## config.mk

```make
export PLATFORM = sky130hd
export DESIGN_NAME = fsh_unit
export DESIGN_NICKNAME = d
export VERILOG_FILES = /design/src/rtl/fsh_pkg.sv /design/src/rtl/fsh_count_ctl.sv /design/src/rtl/fsh_funnel.sv /design/src/rtl/fsh_flags.sv /design/src/rtl/fsh_unit.sv
export SDC_FILE = /design/constraint.sdc
export NUM_CORES = 1
export LEC_CHECK = 0
export BUFFER_PORTS_ARGS = -buffer_cell sky130_fd_sc_hd__buf_4
export CAP_MARGIN = 20
export CORE_ASPECT_RATIO = 2
export CORE_MARGIN = 5
export CORE_UTILIZATION = 48
export CTS_CLUSTER_DIAMETER = 200
export DETAILED_ROUTE_END_ITERATION = 12
export PLACE_DENSITY_LB_ADDON = 0.05
export SLEW_MARGIN = 10
export SYNTH_ARGS = -nofsm -noshare
export SYNTH_HDL_FRONTEND = slang
export SYNTH_SLANG_ARGS = --single-unit
```

## constraint.sdc

```tcl
create_clock -name clk -period 1.25 [get_ports clk]
set_input_delay 0.0625 -clock clk [delete_from_list [all_inputs] [get_ports clk]]
set_output_delay 0.0625 -clock clk [all_outputs]
set_load 0.03 [all_outputs]
```

## src/rtl/fsh_pkg.sv

```systemverilog
package fsh_pkg;

    localparam int FLG_W = 5;
    localparam int FLG_C = 0;
    localparam int FLG_P = 1;
    localparam int FLG_Z = 2;
    localparam int FLG_S = 3;
    localparam int FLG_O = 4;

    typedef enum logic [0:0] {
        ST_IDLE = 1'b0,
        ST_BUSY = 1'b1
    } fsh_state_e;

    typedef struct packed {
        logic ovf;
        logic sgn;
        logic zro;
        logic par;
        logic cry;
    } fsh_flags_t;

endpackage

```

## src/rtl/fsh_count_ctl.sv

```systemverilog
module fsh_count_ctl #(
    parameter int XLEN     = 32,
    parameter int CNT_IN_W = 8,
    localparam int CNT_W   = $clog2(XLEN),
    localparam int HALF    = XLEN / 2
) (
    input  logic [CNT_IN_W-1:0] cnt_raw,
    input  logic                wide,
    output logic [CNT_W-1:0]    cnt,
    output logic                cnt_zero,
    output logic                cnt_ovr
);

    always_comb begin
        cnt      = cnt_raw[CNT_W-1:0];
        cnt_zero = (cnt == '0);
        cnt_ovr  = !wide && (int'(cnt) >= HALF);
    end

endmodule

```

## src/rtl/fsh_funnel.sv

```systemverilog
module fsh_funnel #(
    parameter int XLEN   = 32,
    localparam int CNT_W = $clog2(XLEN),
    localparam int HALF  = XLEN / 2
) (
    input  logic              dir_right,
    input  logic              wide,
    input  logic [XLEN-1:0]   dst,
    input  logic [XLEN-1:0]   fill,
    input  logic [CNT_W-1:0]  cnt,
    output logic [XLEN-1:0]   res,
    output logic              carry
);

    logic [CNT_W-1:0] cnt_m1;
    assign cnt_m1 = cnt - 1'b1;

    // one funnel lane per operand size: lane 0 = half width, lane 1 = full width
    logic [XLEN-1:0] lane_res [2];
    logic            lane_cry [2];

    for (genvar g = 0; g < 2; g++) begin : g_lane
        localparam int LW = (g == 0) ? HALF : XLEN;
        logic [LW-1:0]   d_l;
        logic [LW-1:0]   f_l;
        logic [2*LW-1:0] cat_l;
        logic [2*LW-1:0] cat_r;
        logic [2*LW-1:0] sh_l;
        logic [2*LW-1:0] sh_r;
        logic [2*LW-1:0] pre_l;
        logic [2*LW-1:0] pre_r;

        always_comb begin
            d_l   = dst[LW-1:0];
            f_l   = fill[LW-1:0];
            cat_l = {d_l, f_l};
            cat_r = {f_l, d_l};
            sh_l  = cat_l << cnt;
            sh_r  = cat_r >> cnt;
            pre_l = cat_l << cnt_m1;
            pre_r = cat_r >> cnt_m1;
            lane_res[g] = '0;
            if (dir_right) begin
                lane_res[g][LW-1:0] = sh_r[LW-1:0];
                lane_cry[g]         = pre_r[0];
            end else begin
                lane_res[g][LW-1:0] = sh_l[2*LW-1:LW];
                lane_cry[g]         = pre_l[2*LW-1];
            end
        end
    end

    always_comb begin
        res   = wide ? lane_res[1] : lane_res[0];
        carry = wide ? lane_cry[1] : lane_cry[0];
    end

endmodule

```

## src/rtl/fsh_flags.sv

```systemverilog
module fsh_flags
    import fsh_pkg::*;
#(
    parameter int XLEN   = 32,
    localparam int CNT_W = $clog2(XLEN),
    localparam int HALF  = XLEN / 2
) (
    input  logic              wide,
    input  logic [XLEN-1:0]   dst,
    input  logic [XLEN-1:0]   res,
    input  logic              carry,
    input  logic [CNT_W-1:0]  cnt,
    input  logic              hold,
    input  fsh_flags_t        flg_in,
    output fsh_flags_t        flg_out
);

    logic res_msb;
    logic dst_msb;

    always_comb begin
        res_msb = wide ? res[XLEN-1] : res[HALF-1];
        dst_msb = wide ? dst[XLEN-1] : dst[HALF-1];
        if (hold) begin
            flg_out = flg_in;
        end else begin
            flg_out.cry = carry;
            flg_out.par = ~^res[7:0];
            flg_out.zro = (res == '0);
            flg_out.sgn = res_msb;
            flg_out.ovf = (cnt == CNT_W'(1)) ? (res_msb ^ dst_msb) : 1'b0;
        end
    end

endmodule

```

## src/rtl/fsh_unit.sv

```systemverilog
module fsh_unit
    import fsh_pkg::*;
#(
    parameter int XLEN     = 32,
    parameter int CNT_IN_W = 8,
    localparam int CNT_W   = $clog2(XLEN),
    localparam int HALF    = XLEN / 2
) (
    input  logic                clk,
    input  logic                rst_n,
    input  logic                in_valid,
    input  logic                dir_right,
    input  logic                wide,
    input  logic [XLEN-1:0]     dst_in,
    input  logic [XLEN-1:0]     fill_in,
    input  logic [CNT_IN_W-1:0] cnt_in,
    input  logic [FLG_W-1:0]    flags_in,
    output logic                out_valid,
    output logic [XLEN-1:0]     res_out,
    output logic [FLG_W-1:0]    flags_out,
    output logic                cnt_bad
);

    fsh_state_e state_q, state_d;

    logic [CNT_W-1:0] cnt;
    logic             cnt_zero;
    logic             cnt_ovr;
    logic [XLEN-1:0]  dst_m;
    logic [XLEN-1:0]  fun_res;
    logic             fun_cry;
    logic [XLEN-1:0]  nxt_res;
    fsh_flags_t       flg_cur;
    fsh_flags_t       flg_nxt;

    fsh_count_ctl #(.XLEN(XLEN), .CNT_IN_W(CNT_IN_W)) u_cnt (
        .cnt_raw  (cnt_in),
        .wide     (wide),
        .cnt      (cnt),
        .cnt_zero (cnt_zero),
        .cnt_ovr  (cnt_ovr)
    );

    fsh_funnel #(.XLEN(XLEN)) u_fun (
        .dir_right (dir_right),
        .wide      (wide),
        .dst       (dst_in),
        .fill      (fill_in),
        .cnt       (cnt),
        .res       (fun_res),
        .carry     (fun_cry)
    );

    always_comb begin
        dst_m = wide ? dst_in : {{(XLEN-HALF){1'b0}}, dst_in[HALF-1:0]};
        flg_cur = fsh_flags_t'(flags_in);
        nxt_res = (cnt_zero || cnt_ovr) ? dst_m : fun_res;
    end

    fsh_flags #(.XLEN(XLEN)) u_flg (
        .wide    (wide),
        .dst     (dst_m),
        .res     (nxt_res),
        .carry   (fun_cry),
        .cnt     (cnt),
        .hold    (cnt_zero || cnt_ovr),
        .flg_in  (flg_cur),
        .flg_out (flg_nxt)
    );

    // state register
    always_ff @(posedge clk or negedge rst_n) begin
        if (!rst_n) state_q <= ST_IDLE;
        else        state_q <= state_d;
    end

    always_comb begin
        state_d = state_q;
        unique case (state_q)
            ST_IDLE: if (in_valid)  state_d = ST_BUSY;
            ST_BUSY: if (!in_valid) state_d = ST_IDLE;
            default:                state_d = ST_IDLE;
        endcase
    end

    // result register
    always_ff @(posedge clk or negedge rst_n) begin
        if (!rst_n) begin
            res_out   <= '0;
            flags_out <= '0;
            cnt_bad   <= 1'b0;
        end else if (in_valid) begin
            res_out   <= nxt_res;
            flags_out <= flg_nxt;
            cnt_bad   <= cnt_ovr;
        end
    end

    assign out_valid = (state_q == ST_BUSY);

endmodule

```

==> reports/qor.txt, run 1 <==
GRT Residual Overflow -> 683
io pins -> 121
Site Rows -> 81
Net Count, Synth -> 1486
Clock Tree Root -> clkbuf_16
First Err -> [ERROR GRT-0116] Global routing finished with congestion. Check the congestion regions in the DRC Viewer.
Main synth FF type -> dfrtp_1
Num CTS Buffers -> 5
Mapped Area -> 11900 sq um
htree depth -> 2
synth top area cells -> mux4_2 25%, mux2i_1 12%, mux2_2 8.5%
Syn Inst Count -> 1398
Clock Tree Buf Depth -> 2
#FFs+latches synth -> 39
pin count of the biggest net entering global routing -> 40
compound-gate portion of the synthesized area -> 0.221
Post-Synth XOR/XNOR Area -> 0.00516
asr flop ratio synth -> 1.00
# port buffers -> 117
Total GRT Usage -> 0.788
vias in the first global route -> 22.5k
hpwl dp -> 65900 um
routability cong. -> 1.36
first-pass GRT wire length -> 170000 um
Post-synth EDFFs -> 0
Fail Step -> global routing (5_1_grt)
top cell type by total area after synthesis -> mux4_2
outcome -> did not finish
Die H -> 233 um
Synth Area in Simple Gates -> 0.154
combinational family with the most area after synthesis -> multiplexers
post-synthesis sequential area ratio -> 0.0821
post-synthesis mux area share -> 0.456
Post-Synth Adder-Cell Area -> 0.00632
YS warnings -> 0
Initial Util -> 0.487
Mean Syn Cell Area -> 8.50 sq um
CTS Sinks -> 39
Yosys top cell area share -> 0.246
Synth cell types -> 78
Die Wd -> 121 um
[through the flow]
| step | worst slack, ns | hold WS (ns) | cells | instance area [sq um] |
|---|---|---|---|---|
| floorplan | -1.99 | -0.233 | 1398 | 12300 |
| global placement | -2.41 | 0.0424 | 2313 | 17700 |
| detailed placement | -2.42 | 0.0532 | 2313 | 17700 |
| CTS | -1.74 | 0.0599 | 2439 | 20900 |
[cell usage after synthesis (6+ instances only)]
| cell type | number |
|---|---|
| o21a_1 | 6 |
| or3_1 | 6 |
| mux4_2 | 130 |
| dfrtp_1 | 39 |
| o221ai_1 | 15 |
| buf_2 | 44 |
| o211ai_1 | 18 |
| nand2b_1 | 13 |
| inv_1 | 13 |
| a221oi_1 | 11 |
| mux2_2 | 90 |
| a22oi_1 | 11 |
| a311oi_1 | 9 |
| nor4_1 | 10 |
| ha_1 | 6 |
| nand3_1 | 20 |
| nor3_1 | 30 |
| a31oi_1 | 10 |
| and3_1 | 9 |
| a2111oi_0 | 6 |
| buf_1 | 22 |
| mux2i_1 | 139 |
| a22o_1 | 8 |
| a211oi_1 | 23 |
| nor2_1 | 133 |
| nor2b_1 | 12 |
| and2_1 | 13 |
| buf_4 | 12 |
| o2111ai_1 | 7 |
| clkbuf_1 | 98 |
| o311ai_0 | 10 |
| o22ai_1 | 35 |
| o21ai_0 | 74 |
| nand2_1 | 143 |
| a21oi_1 | 64 |
[cells by family after synthesis]
group / after synthesis
simple gates: 409
compound gates: 376
mux: 363
buf+inv: 198
flops: 39
xor+xnor: 7
fa+ha+maj: 6
[per-layer routing]
metal / global-route usage / overflow
met5: 0.178 / 0
met4: 0.816 / 221
met3: 0.612 / 9
met2: 0.992 / 448
met1: 0.757 / 5
[timing repair]
item | in CTS
setup endpoints to repair | 37
gates resized for setup | 442
hold endpoints to repair | 39
cloned | 13
pin swaps | 114
hold buffers | 1
setup buffers | 134
==> run 2, diff against run 1 <==
--- a/config.mk
+++ b/config.mk
@@ -7,12 +7,10 @@
 export LEC_CHECK = 0
 export BUFFER_PORTS_ARGS = -buffer_cell sky130_fd_sc_hd__buf_4
 export CAP_MARGIN = 20
-export CORE_ASPECT_RATIO = 2
 export CORE_MARGIN = 5
-export CORE_UTILIZATION = 48
-export CTS_CLUSTER_DIAMETER = 200
+export CORE_UTILIZATION = 33
 export DETAILED_ROUTE_END_ITERATION = 12
-export PLACE_DENSITY_LB_ADDON = 0.05
+export PLACE_DENSITY_LB_ADDON = 0.15
 export SLEW_MARGIN = 10
 export SYNTH_ARGS = -nofsm -noshare
 export SYNTH_HDL_FRONTEND = slang
==> run 2 against run 1 <==
  * The flow now finishes, with violations (setup timing)
  * Synthesized cell count is the same
  * Area after synthesis is the same
==> reports/qor.txt, run 2 <==
# setup viols final -> 37
sw power -> 7.02 mW
DRT iter0 DRCs -> 2323
Die H -> 200 um (was 233 um)
Die Wd -> 200 um (was 121 um)
Slew @ Worst Pin -> 0.806 ns
busiest layer in global routing -> met2
Via-to-Cell Ratio -> 6.52
Worst EP arrival -> 3.35 ns
Setup crit end kind -> register
Multi-input gate area -> 11800 sq um
synth top area cells -> mux4_2 25%, mux2i_1 12%, mux2_2 8.5% (unchanged)
final instance area -> 21600 sq um
YS warnings -> 0 (unchanged)
ANT nets after route -> 0
Initial Util -> 0.334 (was 0.487)
CTS Sinks -> 39 (unchanged)
Mapped Area -> 11900 sq um (unchanged)
Post-synth EDFFs -> 0 (unchanged)
internal power -> 8.26 mW
Syn Inst Count -> 1398 (unchanged)
Main synth FF type -> dfrtp_1 (unchanged)
pin count of the biggest net entering global routing -> 55
# DRC -> 0
vias in the first global route -> 16.4k
largest registers -> res_out: 32 flops, flags_out: 5 flops
final total power -> 15.3 mW
worst min path class -> in -> reg
worst hold slack -> 0.0761 ns
Final Hold Viols -> 0
CTS clk-pin slew, worst paths -> 0.06 ns
asr flop ratio synth -> 1.00 (unchanged)
MaxCap Viol Count -> 0
htree depth -> 2 (unchanged)
maximum vdd ir drop -> 655 uV
Final Net Count -> 2213
Post-Synth Adder-Cell Area -> 0.00632 (unchanged)
pwr/cell area -> 709 nW/um^2
number of flip-flops in the largest register -> 32
top cells by count, synth -> 143 x nand2_1, 139 x mux2i_1, 133 x nor2_1 (unchanged)
Layout area overhead -> 81.4%
Clock Tree Root -> clkbuf_16 (unchanged)
FF+latch area -> 976 sq um
Pre-Repair DR Iteration Count -> 7
first-pass GRT wire length -> 121000 um
compound-gate portion of the synthesized area -> 0.221 (unchanged)
maximum clock frequency -> 321 MHz
Setup WS post-layout -> -1.87 ns
post-synthesis mux area share -> 0.456 (unchanged)
Worst Path Max Fanout -> 13
CORE AREA -> 35600 sq um
# port buffers -> 117 (unchanged)
Site Rows -> 69 (was 81)
Startpoint Class -> input port
GRT Residual Overflow -> 0
pre-CTS WS -> -2.63 ns (was -2.42 ns)
combinational family with the most area after synthesis -> multiplexers (unchanged)
initial antenna violation count -> 4
layout cells sized above 1 -> 0.643
Mean Syn Cell Area -> 8.50 sq um (unchanged)
most common cell after layout, fill and taps aside -> buf_4
routing usage on met3 -> 0.0906
RSZ-0062 raised after global routing -> true
Yosys top cell area share -> 0.246 (unchanged)
most common cell in the synthesized netlist -> nand2_1 (unchanged)
combinational share of power -> 0.798
#FFs+latches synth -> 39 (unchanged)
vias -> 16.9k
met1 usage -> 0.569
Clock Tree Buf Depth -> 2 (unchanged)
Post-Synth XOR/XNOR Area -> 0.00516 (unchanged)
Synth cell types -> 78 (unchanged)
Total Die Area -> 39900 sq um
io pins -> 121 (unchanged)
Total GRT Usage -> 0.423
placed cell area -> 18000 sq um (was 17700 sq um)
Tmin final -> 3.12 ns
Synth Area in Simple Gates -> 0.154 (unchanged)
hpwl dp -> 70500 um (was 65900 um)
outcome -> finished with violations (was did not finish)
routability cong. -> 1.12 (was 1.36)
Num CTS Buffers -> 5 (unchanged)
Sw Ratio -> 0.460
DRT Wirelength -> 87700 um
Slew Limit Fails -> 0
Flop pwr share -> 0.104
P_leak -> 9.35 nW
WS Path Type -> in -> reg
top cell type by total area after synthesis -> mux4_2 (unchanged)
skew final -> 0 ns
fillers -> 3140
CTS tree -> built
Clk pwr share -> 0.098
required time worst endpoint -> 1.48 ns
routing usage on met2 -> 0.640
largest register by flop count -> res_out
Final period util -> 2.49
most frequent cells in the layout -> 744 x buf_4, 131 x mux4_2, 130 x nand2_1, 107 x nor2_1, 104 x mux2i_1
Net Count, Synth -> 1486 (unchanged)
failing checks -> setup timing
post-synthesis sequential area ratio -> 0.0821 (unchanged)
WL/cell -> 33.9 um
max_slew headroom -> 0.449
Clock Latency Late Sink -> 0.29 ns
post-layout util -> 0.606
run 2: power by group through the flow:
stage | clock (mW) | sequential, mW | combinational, mW
after global routing | 1.57 | 1.61 | 12.5
after floorplan | 0 | 2.01 | 4.16
after global placement | 0 | 1.60 | 9.84
after detailed placement | 0 | 1.61 | 9.85
final | 1.50 | 1.59 | 12.2
after CTS | 1.50 | 1.59 | 11.1
run 2: routing by layer:
metal / part of all wire / vias up
met4: 0.079 / 6
li1: - / 6953
met3: 0.11 / 331
met1: 0.39 / 8304
met5: 0.00034 / -
met2: 0.42 / 1293
run 2: path summary, 6_finish.rpt:
kind / start / to / slack [ns] / cells past startpoint
worst min-delay path: flags_in[1] / flags_out[1] / 0.08 / 3
worst max-delay path: cnt_in[1] / flags_out[2] / -1.87 / 12
min in group asynchronous: rst_n / flags_out[0] / 0.28 / 2
worst min register to register: res_out[27] / res_out[27] / 0.51 / 1
max in group asynchronous: rst_n / res_out[20] / 0.60 / 2
worst max register to register: flags_out[2] / flags_out[2] / 0.42 / 3
run 2: kinds of logic (layout without fill, tap and decap cells):
group           after synthesis  in the layout
compound gates              376            376
xor+xnor                      7              7
fa+ha+maj                     6              6
buf+inv                     198            926
flops                        39             39
mux                         363            363
other cells                   0              2
simple gates                409            409
run 2: layout make-up:
class                   instances  share of cell area
diodes                          2            0.000232
clock buffers                   5             0.00580
clock inverters                 3             0.00203
inverters                      16             0.00366
multi-input cells            1161               0.545
flip-flops and latches         39              0.0453
well taps                     461              0.0268
repair buffers                902               0.371
run 2: repair_timing:
item	4_1_cts	5_1_grt
pin swaps	57	82
hold buffers	1	0
endpoints found under the setup margin	37	37
endpoints found under the hold margin	39	0
resized for setup	307	200
cloned	6	3
setup buffers	75	74
run 2: critical path, cell delays in order:
cell	delay [ns]
buf_16	0.12
buf_6	0.18
mux4_2	0.52
mux2_2	0.33
buf_12	0.15
a21oi_1	0.38
o221ai_2	0.18
o21ai_1	0.20
buf_4	0.18
or4b_2	0.62
nor4_2	0.26
a31o_1	0.16
run 2: metrics by stage:
stage | TNS, ns | cells
detailed placement | -64.90 | 2454
floorplan | -42.85 | 1398
CTS | -43.71 | 2539
finish | -45.31 | 2589
global route | -46.71 | 2587
global placement | -64.05 | 2454
No activity file was read; power rests on OpenSTA's default activity.
==> run 3, diff against run 2 <==
==> constraint.sdc (replaced) <==
create_clock -name clk -period 2.5 [get_ports clk]
set_input_delay 0.125 -clock clk [delete_from_list [all_inputs] [get_ports clk]]
set_output_delay 0.125 -clock clk [all_outputs]
set_load 0.03 [all_outputs]
==> run 3 against run 2 <==
  * The flow still finishes with violations (setup timing)
  * Setup slack better by 1.1 ns
  * Register-to-register slack better by 1.2 ns
  * First-iteration DRC count down 1.9%
  * Critical path type unchanged
  * Die area unchanged
  * Sequential power down 50%
  * Largest power group unchanged
  * Clock power down 57%
  * Sequential cell count unchanged
  * Via count up 1.2%
==> reports/qor.txt, run 3 (synthesized netlist as in run 2, its figures left out) <==
worst hold slack -> 0.106 ns (was 0.0761 ns)
Hold Path Origin -> flags_in[1] (unchanged)
Worst Path Max Fanout -> 8 (was 13)
Tmin final -> 3.30 ns
final instance area -> 20300 sq um (was 21600 sq um)
DRT iter0 DRCs -> 2278 (was 2323)
R2R setup slack -> 1.66 ns (was 0.42 ns)
FF-to-FF path depth -> 3 (unchanged)
GRT Residual Overflow -> 0 (unchanged)
number of flip-flops in the largest register -> 32 (unchanged)
Pre-Repair DR Iteration Count -> 7 (unchanged)
failing checks -> setup timing (unchanged)
most common cell after layout, fill and taps aside -> buf_4 (unchanged)
largest registers -> res_out: 32 flops, flags_out: 5 flops (unchanged)
initial antenna violation count -> 3 (was 4)
CORE AREA -> 35600 sq um (unchanged)
Total Die Area -> 39900 sq um (unchanged)
worst hold stages -> 3 (unchanged)
Startpoint Class -> input port (unchanged)
most frequent cells in the layout -> 771 x buf_4, 136 x nand2_1, 131 x mux4_2, 119 x nor2_1, 97 x mux2i_1 (was 744 x buf_4, 131 x mux4_2, 130 x nand2_1, 107 x nor2_1, 104 x mux2i_1)
maximum clock frequency -> 303 MHz
max_slew headroom -> 0.497 (was 0.449)
# DRC -> 0 (unchanged)
Final period util -> 1.32
Clock Latency Late Sink -> 0.28 ns (was 0.29 ns)
largest register by flop count -> res_out (unchanged)
Worst EP arrival -> 3.53 ns (was 3.35 ns)
Layout area overhead -> 71.1% (was 81.4%)
Setup crit end kind -> register (unchanged)
WL/cell -> 36.1 um (was 33.9 um)
Initial Util -> 0.334 (unchanged)
Clock Tree Buf Depth -> 2 (unchanged)
Die H -> 200 um (unchanged)
Clock Tree Root -> clkbuf_16 (unchanged)
ANT nets after route -> 0 (unchanged)
vias -> 17.1k (was 16.9k)
Num CTS Buffers -> 5 (unchanged)
vias in the first global route -> 16.4k (about the same)
io pins -> 121 (unchanged)
post-layout util -> 0.572 (was 0.606)
Die Wd -> 200 um (unchanged)
skew final -> 0 ns (unchanged)
Final Net Count -> 2170 (was 2213)
RSZ-0062 raised after global routing -> true (unchanged)
maximum vdd ir drop -> 384 uV (was 655 uV)
pin count of the biggest net entering global routing -> 50 (was 55)
CTS tree -> built (unchanged)
pre-CTS WS -> -1.38 ns (was -2.63 ns)
# port buffers -> 117 (unchanged)
Site Rows -> 69 (unchanged)
# setup viols final -> 19 (was 37)
required time worst endpoint -> 2.73 ns (was 1.48 ns)
worst min path class -> in -> reg (unchanged)
Worst R2R Start -> flags_out[2] (unchanged)
WS Path Type -> in -> reg (unchanged)
DRT Wirelength -> 92000 um (was 87700 um)
first-pass GRT wire length -> 125000 um (was 121000 um)
Via-to-Cell Ratio -> 6.71 (was 6.52)
htree depth -> 2 (unchanged)
layout cells sized above 1 -> 0.606 (was 0.643)
placed cell area -> 17900 sq um (was 18000 sq um)
Setup WS post-layout -> -0.797 ns (was -1.87 ns)
CTS clk-pin slew, worst paths -> 0.06 ns (about the same)
Slew Limit Fails -> 0 (unchanged)
WHS Endpoint -> flags_out[1] (unchanged)
routability cong. -> 1.08 (was 1.12)
Slew @ Worst Pin -> 0.749 ns (was 0.806 ns)
CTS Sinks -> 39 (unchanged)
Final Hold Viols -> 0 (unchanged)
r2r endpoint -> flags_out[2] (unchanged)
P_leak -> 8.86 nW (was 9.35 nW)
outcome -> finished with violations (unchanged)
placed cell count -> 2470 (was 2454)
Total GRT Usage -> 0.441 (was 0.423)
pwr/cell area -> 361 nW/um^2 (was 709 nW/um^2)
fillers -> 3225 (was 3140)
hpwl dp -> 74000 um (was 70500 um)
Finished Layout Cells -> 2547 (was 2589)
MaxCap Viol Count -> 0 (unchanged)
[run 3: changes by cell type in the layout (fill, tap and decap cells not counted), sizes merged]
| cell | previous run | this run |
|---|---|---|
| clkinvlp | 0 | 2 |
| bufinv | 1 | 0 |
| diode | 2 | 3 |
| buf | 895 | 851 |
| clkinv | 2 | 1 |
| clkbuf | 10 | 11 |
[run 3: routing by layer]
layer	vias up	GRT usage	share of wire
met3	336	0.125	0.12
met5	-	0	0.00082
met1	8524	0.567	0.37
met2	1360	0.676	0.43
met4	6	0.234	0.075
li1	6872	-	-
[run 3: where the power goes]
part           total [mW]  internal (mW)  switching [mW]
sequential          0.796          0.735          0.0607
clock               0.644          0.368           0.276
combinational        5.89           2.74            3.16
[run 3: timing repair]
item                                    4_1_cts  5_1_grt
hold buffers                                  1        0
cloned                                        9        3
setup buffers                                43       17
endpoints found under the hold margin        39        0
endpoints found under the setup margin       36       24
pin swaps                                    41       48
gates resized for setup                     210      122
[run 3: worst max-delay path, cell delays in order]
cell	delay, ns
buf_16	0.12
buf_12	0.13
buf_4	0.12
buf_12	0.13
mux4_2	0.50
mux2_2	0.39
mux2i_1	0.19
o22ai_2	0.16
a2111o_1	0.33
a21oi_2	0.21
buf_4	0.17
or4b_1	0.46
nor4_1	0.30
a31o_1	0.18
[run 3: worst max path at each step]
stage | start | to | depth (start not counted)
global route | cnt_in[1] | flags_out[2] | 18
floorplan | cnt_in[0] | flags_out[2] | 21
CTS | cnt_in[1] | flags_out[2] | 12
finish | cnt_in[1] | flags_out[2] | 14
global placement | cnt_in[1] | flags_out[2] | 12
detailed placement | cnt_in[0] | flags_out[2] | 18
[run 3: layout make-up]
cell class | count | area [sq um] | share of cell area
Clock buffer | 5 | 125 | 0.00615
Inverter | 16 | 77.6 | 0.00381
Timing Repair Buffer | 859 | 7320 | 0.360
Clock inverter | 3 | 20.0 | 0.000984
Sequential cell | 39 | 976 | 0.0480
Multi-Input combinational cell | 1161 | 11200 | 0.552
Antenna cell | 3 | 7.51 | 0.000369
Tap cell | 461 | 577 | 0.0284
[run 3: per-stage QoR]
stage               total power, mW  setup TNS (ns)
CTS                            6.90           -1.72
global placement               5.78          -21.86
floorplan                      3.07           -2.47
global route                   7.48           -4.00
finish                         7.33           -3.66
detailed placement             5.79          -22.59
